===== config.mk =====
export PLATFORM = sky130hd
export DESIGN_NAME = stlf_unit
export DESIGN_NICKNAME = d
export VERILOG_FILES = /design/src/rtl/stlf_unit.sv
export SDC_FILE = /design/constraint.sdc
export NUM_CORES = 1
export LEC_CHECK = 0
export BUFFER_PORTS_ARGS = -buffer_cell sky130_fd_sc_hd__buf_2
export CORE_AREA = 2 2 335 337
export DETAILED_ROUTE_END_ITERATION = 8
export DIE_AREA = 0 0 337 339
export PLACE_DENSITY_LB_ADDON = 0.3
export SYNTH_ARGS = -nofsm -noshare
export SYNTH_HDL_FRONTEND = slang
export SYNTH_SLANG_ARGS = --single-unit
export TNS_END_PERCENT = 100

===== constraint.sdc =====
create_clock -name clk -period 31 [get_ports clk]
set_clock_uncertainty 0.1 [all_clocks]
set_input_delay 1.55 -clock clk [delete_from_list [all_inputs] [get_ports clk]]
set_output_delay 1.55 -clock clk [all_outputs]
set_load 0.01 [all_outputs]

===== src/rtl/stlf_unit.sv =====
module stlf_unit #(
  parameter int DEPTH  = 8,
  parameter int SEQ_W  = 8,
  parameter int ADDR_W = 12,
  parameter int DATA_W = 64,
  parameter int PORT_W = 4,
  localparam int NB   = DATA_W / 8,
  localparam int BW   = $clog2(NB),
  localparam int SZ_W = BW + 1,
  localparam int IW   = (DEPTH > 1) ? $clog2(DEPTH) : 1
) (
  input  logic                     clk,
  input  logic                     rst_n,
  input  logic                     ld_req,
  input  logic [SEQ_W-1:0]         ld_seq,
  input  logic [ADDR_W-1:0]        ld_addr,
  input  logic [SZ_W-1:0]          ld_size,
  input  logic                     ld_uncache,
  input  logic                     ld_at_head,
  input  logic                     cache_blocked,
  input  logic                     tick_clr,
  input  logic                     stall_clr,
  input  logic                     blk_clr,
  input  logic [DEPTH-1:0]         st_valid,
  input  logic [DEPTH*SEQ_W-1:0]   st_seq,
  input  logic [DEPTH*ADDR_W-1:0]  st_addr,
  input  logic [DEPTH*SZ_W-1:0]    st_size,
  input  logic [DEPTH*DATA_W-1:0]  st_data,
  input  logic [DEPTH-1:0]         st_done,
  output logic                     res_valid,
  output logic [1:0]               res_kind,
  output logic [DATA_W-1:0]        res_data,
  output logic                     stall_flag,
  output logic [SEQ_W-1:0]         stall_st_seq,
  output logic [SEQ_W-1:0]         stall_ld_seq,
  output logic                     blk_flag,
  output logic [SEQ_W-1:0]         blk_seq,
  output logic [PORT_W-1:0]        port_cnt
);
  localparam logic [1:0] K_CACHE = 2'd0;
  localparam logic [1:0] K_FWD   = 2'd1;
  localparam logic [1:0] K_RPL   = 2'd2;
  localparam logic [1:0] K_REJ   = 2'd3;

  logic [SEQ_W-1:0]  e_seq  [DEPTH];
  logic [ADDR_W-1:0] e_addr [DEPTH];
  logic [SZ_W-1:0]   e_size [DEPTH];
  logic [DATA_W-1:0] e_data [DEPTH];
  logic [DEPTH-1:0]  e_hit, e_full;

  logic [ADDR_W:0] ld_lo, ld_end;
  assign ld_lo  = {1'b0, ld_addr};
  assign ld_end = ld_lo + (ADDR_W+1)'(ld_size);

  for (genvar i = 0; i < DEPTH; i++) begin : g_ent
    logic [ADDR_W:0] s_lo, s_end;
    assign e_seq[i]  = st_seq[i*SEQ_W +: SEQ_W];
    assign e_addr[i] = st_addr[i*ADDR_W +: ADDR_W];
    assign e_size[i] = st_size[i*SZ_W +: SZ_W];
    assign e_data[i] = st_data[i*DATA_W +: DATA_W];
    assign s_lo      = {1'b0, e_addr[i]};
    assign s_end     = s_lo + (ADDR_W+1)'(e_size[i]);
    assign e_hit[i]  = st_valid[i] && (e_size[i] != '0) && (e_seq[i] <= ld_seq) &&
                       (ld_lo < s_end) && (ld_end > s_lo);
    assign e_full[i] = (ld_lo >= s_lo) && (ld_end <= s_end);
  end

  logic          found;
  logic [IW-1:0] sel;
  always_comb begin
    found = 1'b0;
    sel   = '0;
    for (int i = 0; i < DEPTH; i++)
      if (e_hit[i] && (!found || e_seq[i] > e_seq[sel])) begin
        found = 1'b1;
        sel   = IW'(i);
      end
  end

  logic [1:0] kind;
  always_comb begin
    if (ld_uncache && !ld_at_head) kind = K_REJ;
    else if (found && e_full[sel]) kind = K_FWD;
    else if (found && !st_done[sel]) kind = K_RPL;
    else kind = K_CACHE;
  end

  logic [BW-1:0]     off;
  logic [DATA_W-1:0] ld_mask, fwd_data;
  assign off = ld_addr[BW-1:0] & BW'(e_size[sel] - 1'b1);
  for (genvar b = 0; b < NB; b++) begin : g_mask
    assign ld_mask[b*8 +: 8] = {8{SZ_W'(b) < ld_size}};
  end
  assign fwd_data = (e_data[sel] >> {off, 3'b000}) & ld_mask;

  logic stall_live, blk_live;
  assign stall_live = stall_flag && !stall_clr;
  assign blk_live   = blk_flag && !blk_clr;

  always_ff @(posedge clk) begin
    if (!rst_n) begin
      res_valid    <= 1'b0;
      res_kind     <= K_CACHE;
      res_data     <= '0;
      stall_flag   <= 1'b0;
      stall_st_seq <= '0;
      stall_ld_seq <= '0;
      blk_flag     <= 1'b0;
      blk_seq      <= '0;
      port_cnt     <= '0;
    end else begin
      res_valid <= ld_req;
      if (ld_req) begin
        res_kind <= kind;
        res_data <= (kind == K_FWD) ? fwd_data : '0;
      end
      port_cnt <= (tick_clr ? '0 : port_cnt) +
                  PORT_W'(ld_req && kind == K_CACHE);
      if (ld_req && kind == K_RPL) begin
        stall_flag <= 1'b1;
        if (!stall_live || ld_seq < stall_ld_seq) begin
          stall_st_seq <= e_seq[sel];
          stall_ld_seq <= ld_seq;
        end
      end else if (stall_clr) stall_flag <= 1'b0;
      if (ld_req && kind == K_CACHE && cache_blocked) begin
        if (!(blk_live && blk_seq < ld_seq)) begin
          blk_flag <= 1'b1;
          blk_seq  <= ld_seq;
        end
      end else if (blk_clr) blk_flag <= 1'b0;
    end
  end

  assert_one_cycle_R2: assert property (@(posedge clk) disable iff (!rst_n)
    ld_req |=> res_valid);
  assert_quiet_R2: assert property (@(posedge clk) disable iff (!rst_n)
    !ld_req |=> !res_valid);
  assert_reject_R8: assert property (@(posedge clk) disable iff (!rst_n)
    (ld_req && ld_uncache && !ld_at_head) |=> (res_kind == K_REJ && res_data == '0));
  assert_oldest_R7: assert property (@(posedge clk) disable iff (!rst_n)
    (stall_flag && $past(stall_flag) && !$past(stall_clr)) |->
      (stall_ld_seq <= $past(stall_ld_seq)));
  assert_ports_R9: assert property (@(posedge clk) disable iff (!rst_n)
    (res_valid && res_kind == K_CACHE) |->
      (port_cnt == ($past(tick_clr) ? PORT_W'(1) : PORT_W'($past(port_cnt) + 1'b1))));
  assert_blocked_R10: assert property (@(posedge clk) disable iff (!rst_n)
    (ld_req && kind == K_CACHE && cache_blocked) |=> blk_flag);
endmodule


==> impl_metrics.tcl <==
set metrics [dict create \
    clockRootBuffer "clkbuf_16" \
    maxSlewViolCount 0 \
    core-area_mm2 0.110 \
    drt-initial-drc-count 4021 \
    grt_first_pass_wirelength_mm 258 \
    placed_cell_area_mm2 0.0320 \
    clock_path_buffers 2 \
    fp.dieW_um 337 \
    dieHeight_um 339 \
    place_hpwl_mm 158 \
    synth_edf_count 0 \
    grt_pass1_vias 30970 \
    dr_total_vias 33192 \
    grt_max_degree 64 \
    critical_path.max_fanout 49 \
    hold_path.class "flop to flop" \
    avgSynthCellArea_um2 7.40 \
    critPathKind "input pin to flop" \
    synthCells 3484 \
    slowest_stage "a21oi_2" \
    path_depth 97 \
    hold_path_depth 2 \
    ant_nets 0 \
    finalSetupViolCount 0 \
    antenna_found_initial 76 \
    path_clk_slew_ns 0.07 \
    reg2reg_depth 16 \
    grt_overflow 0 \
    drt_wl_total_mm 192 \
    synthesis.nets 4803 \
    synth_most_common_cell "ha_1" \
    yosysWarningCount 0 \
    worstSetupStartpoint "ld_addr[1]" \
    period_minus_slack_ns 24.47 \
    maxCapViolations 0 \
    post_cts_buffers 0 \
    postCtsResizedCells 0 \
    final_cell_area_mm2 0.0325 \
    synth_top_area_share_pct 27.0 \
    io_pins 850 \
    initial_utilization_pct 23.3 \
    fin_total_pwr_w 0.00142 \
    ys_ff_latch 97 \
    crit_path_start_kind "input pin" \
    viasPerCell 5.72 \
    clk_latency_ns 0.38 \
    syn2layout_area_growth_pct 26.0 \
    finalHoldViolations 0 \
    async_reset_ff_share_pct 0 \
    worstMarginPinSlew_ns 1.17 \
    h-tree-depth 3 \
    routedWlPerCell_um 33.0 \
    seqPwrFrac_pct 10.0 \
    worstPathArrival_ns 24.66 \
    p_per_area_mw_per_mm2 43.8 \
    synth_common_cells "ha_1, nand2_1, a21oi_1" \
    critPathMaxStageDelay_ns 0.85 \
    yosys.cell_types.count 96 \
    ys_seq_area_share_pct 7.54 \
    dr.pass1.iters 5 \
    finalSetupTns_ns 0 \
    ys.flop_type "dfxtp_1" \
    comb_power_share_pct 81.0 \
    cts.sinks 97 \
    routabilityCongestion 1.03 \
    status "completed" \
    dieArea_mm2 0.114 \
    slew_headroom_pct 21.3 \
    hp-start "res_data[41]$_SDFFE_PN0P_" \
    cts_tree "done" \
    r2r_start "stall_ld_seq[1]$_SDFFE_PN0P_" \
    swShare_pct 59.2 \
    crit_family "compound AO/OA/AOI/OAI gates" \
    yosys-top-cells-area "ha_1, dfxtp_1, nand2_1, a21oi_1, o21ai_0" \
    clkPwrFrac_pct 9.0 \
    post-route-period-util_pct 78.9 \
    p_leak_nw 15.7 \
    portBuffers 849 \
    cts-hold-fix-buffers 0 \
    peakVddDrop_mv 0.0313 \
    core.rowCount 122 \
    cts_buffers 9 \
    nets 5580 \
    p_switching_w 0.000842 \
    layout-drive-gt1-share_pct 24.7 \
    fmax_mhz 40.9 \
    path_buf_inv 8 \
    cp_common_cell "o21a_1" \
    syn-cell-area_mm2 0.0258 \
    drc 0 \
    p_int_w 0.000580 \
    grtUsageTotal_pct 32.2 \
    cp.required_ns 31.19 \
    synth_area_leader_cell "ha_1" \
    end_kind "flop" \
    rsz0062_at_grt "false" \
]
-- layer usage --
layer	vias to the layer above	global-route usage [%]	wire [um]	part of all wire (%)
li1	14824	-	-	-
met1	16034	45.3	85800	45
met2	1950	44.6	75800	40
met3	328	10.3	22200	12
met4	56	12.4	7380	3.9
met5	-	0	353	0.18
-- worst reg2reg max path, stage by stage, from the launching register on --
cell,delay [ns]
dfxtp_1,0.36
inv_1,0.05
ha_1,0.26
a21oi_1,0.13
nor2b_1,0.06
o21ai_0,0.14
nand2b_1,0.10
a21oi_1,0.16
nor2b_1,0.06
o21ai_0,0.14
nand2b_1,0.10
a21oi_1,0.17
nor2b_1,0.10
nor4b_4,0.25
buf_4,0.35
nor2_1,0.10
a311oi_1,0.26
-- registers in the layout (all words and copies together) (netlist names) --
signal and flops:
stall_flag 1, port_cnt 4, res_valid 1, stall_ld_seq 8
stall_st_seq 8, blk_seq 8, res_kind 2, res_data 64
blk_flag 1
-- area by class of cell --
type | count | area, um2
clock inverter | 7 | 93.8
inverter | 173 | 649
sequential | 97 | 1940
fill | 12294 | 77900
timing repair buffer | 931 | 4860
multi-input combinational | 3049 | 22700
antenna | 45 | 113
tap | 1488 | 1860
clock buffer | 9 | 225
-- metrics by stage --
step                util, %  worst slack [ns]  instances  hold WS (ns)
floorplan                 -              8.93       3484         0.384
global placement       29.0              6.93       5738         0.344
detailed placement     29.0              6.52       5738         0.355
CTS                    29.3              6.81       5754         0.370
global route           29.4              4.97       5776         0.382
finish                 29.4              6.53       5799         0.375
-- path summary, 6_finish.rpt --
kind	to	slack, ns
max	res_data[57]$_SDFFE_PN0P_	6.53
min	res_data[41]$_SDFFE_PN0P_	0.37
max reg2reg	stall_st_seq[3]$_SDFFE_PN0P_	28.02
min reg2reg	res_data[41]$_SDFFE_PN0P_	0.37
-- cell usage in the layout (no fill, tap or decap), types with 17 or more instances in the layout --
cell      instances
buf_2           849
ha_1            557
nand2_1         402
a21oi_1         295
o21ai_0         244
nand3_1         178
inv_1           169
nor2_1          151
mux2i_1         110
dfxtp_1          97
a21o_1           89
buf_4            82
xnor2_1          78
o211ai_1         61
nor2b_1          60
a31oi_1          57
nand4_1          56
o21a_1           56
nand2b_1         46
diode_2          45
nor3_1           42
and3_1           41
a211oi_1         36
a221o_1          29
mux2_2           28
o22ai_1          26
a22o_1           21
a22oi_1          21
o221ai_1         21
nor4_1           18
a21boi_0         17
-- power groups by stage --
| stage | Combinational, W | Sequential (W) | Clock [W] |
|---|---|---|---|
| finish | 0.00115 | 0.000142 | 0.000129 |
| global route | 0.00122 | 0.000142 | 0.000132 |
| CTS | 0.00112 | 0.000141 | 0.000129 |
| detailed placement | 0.00111 | 0.000144 | 0 |
| global placement | 0.00111 | 0.000144 | 0 |
| floorplan | 0.000625 | 0.000145 | 0 |
-- logic make-up (layout without fill, tap and decap cells) --
kind of cell,count (synthesis),in the layout,share of synthesized area [%]
compound gates,1171,1171,30.3
simple gates,1076,1076,20.1
buf+inv,338,1120,5.22
mux,144,144,6.02
fa+ha+maj,566,566,27.7
other cells,0,45,0
xor+xnor,92,92,3.13
flops,97,97,7.54
Note: power is estimated with default switching activity, not from simulation.
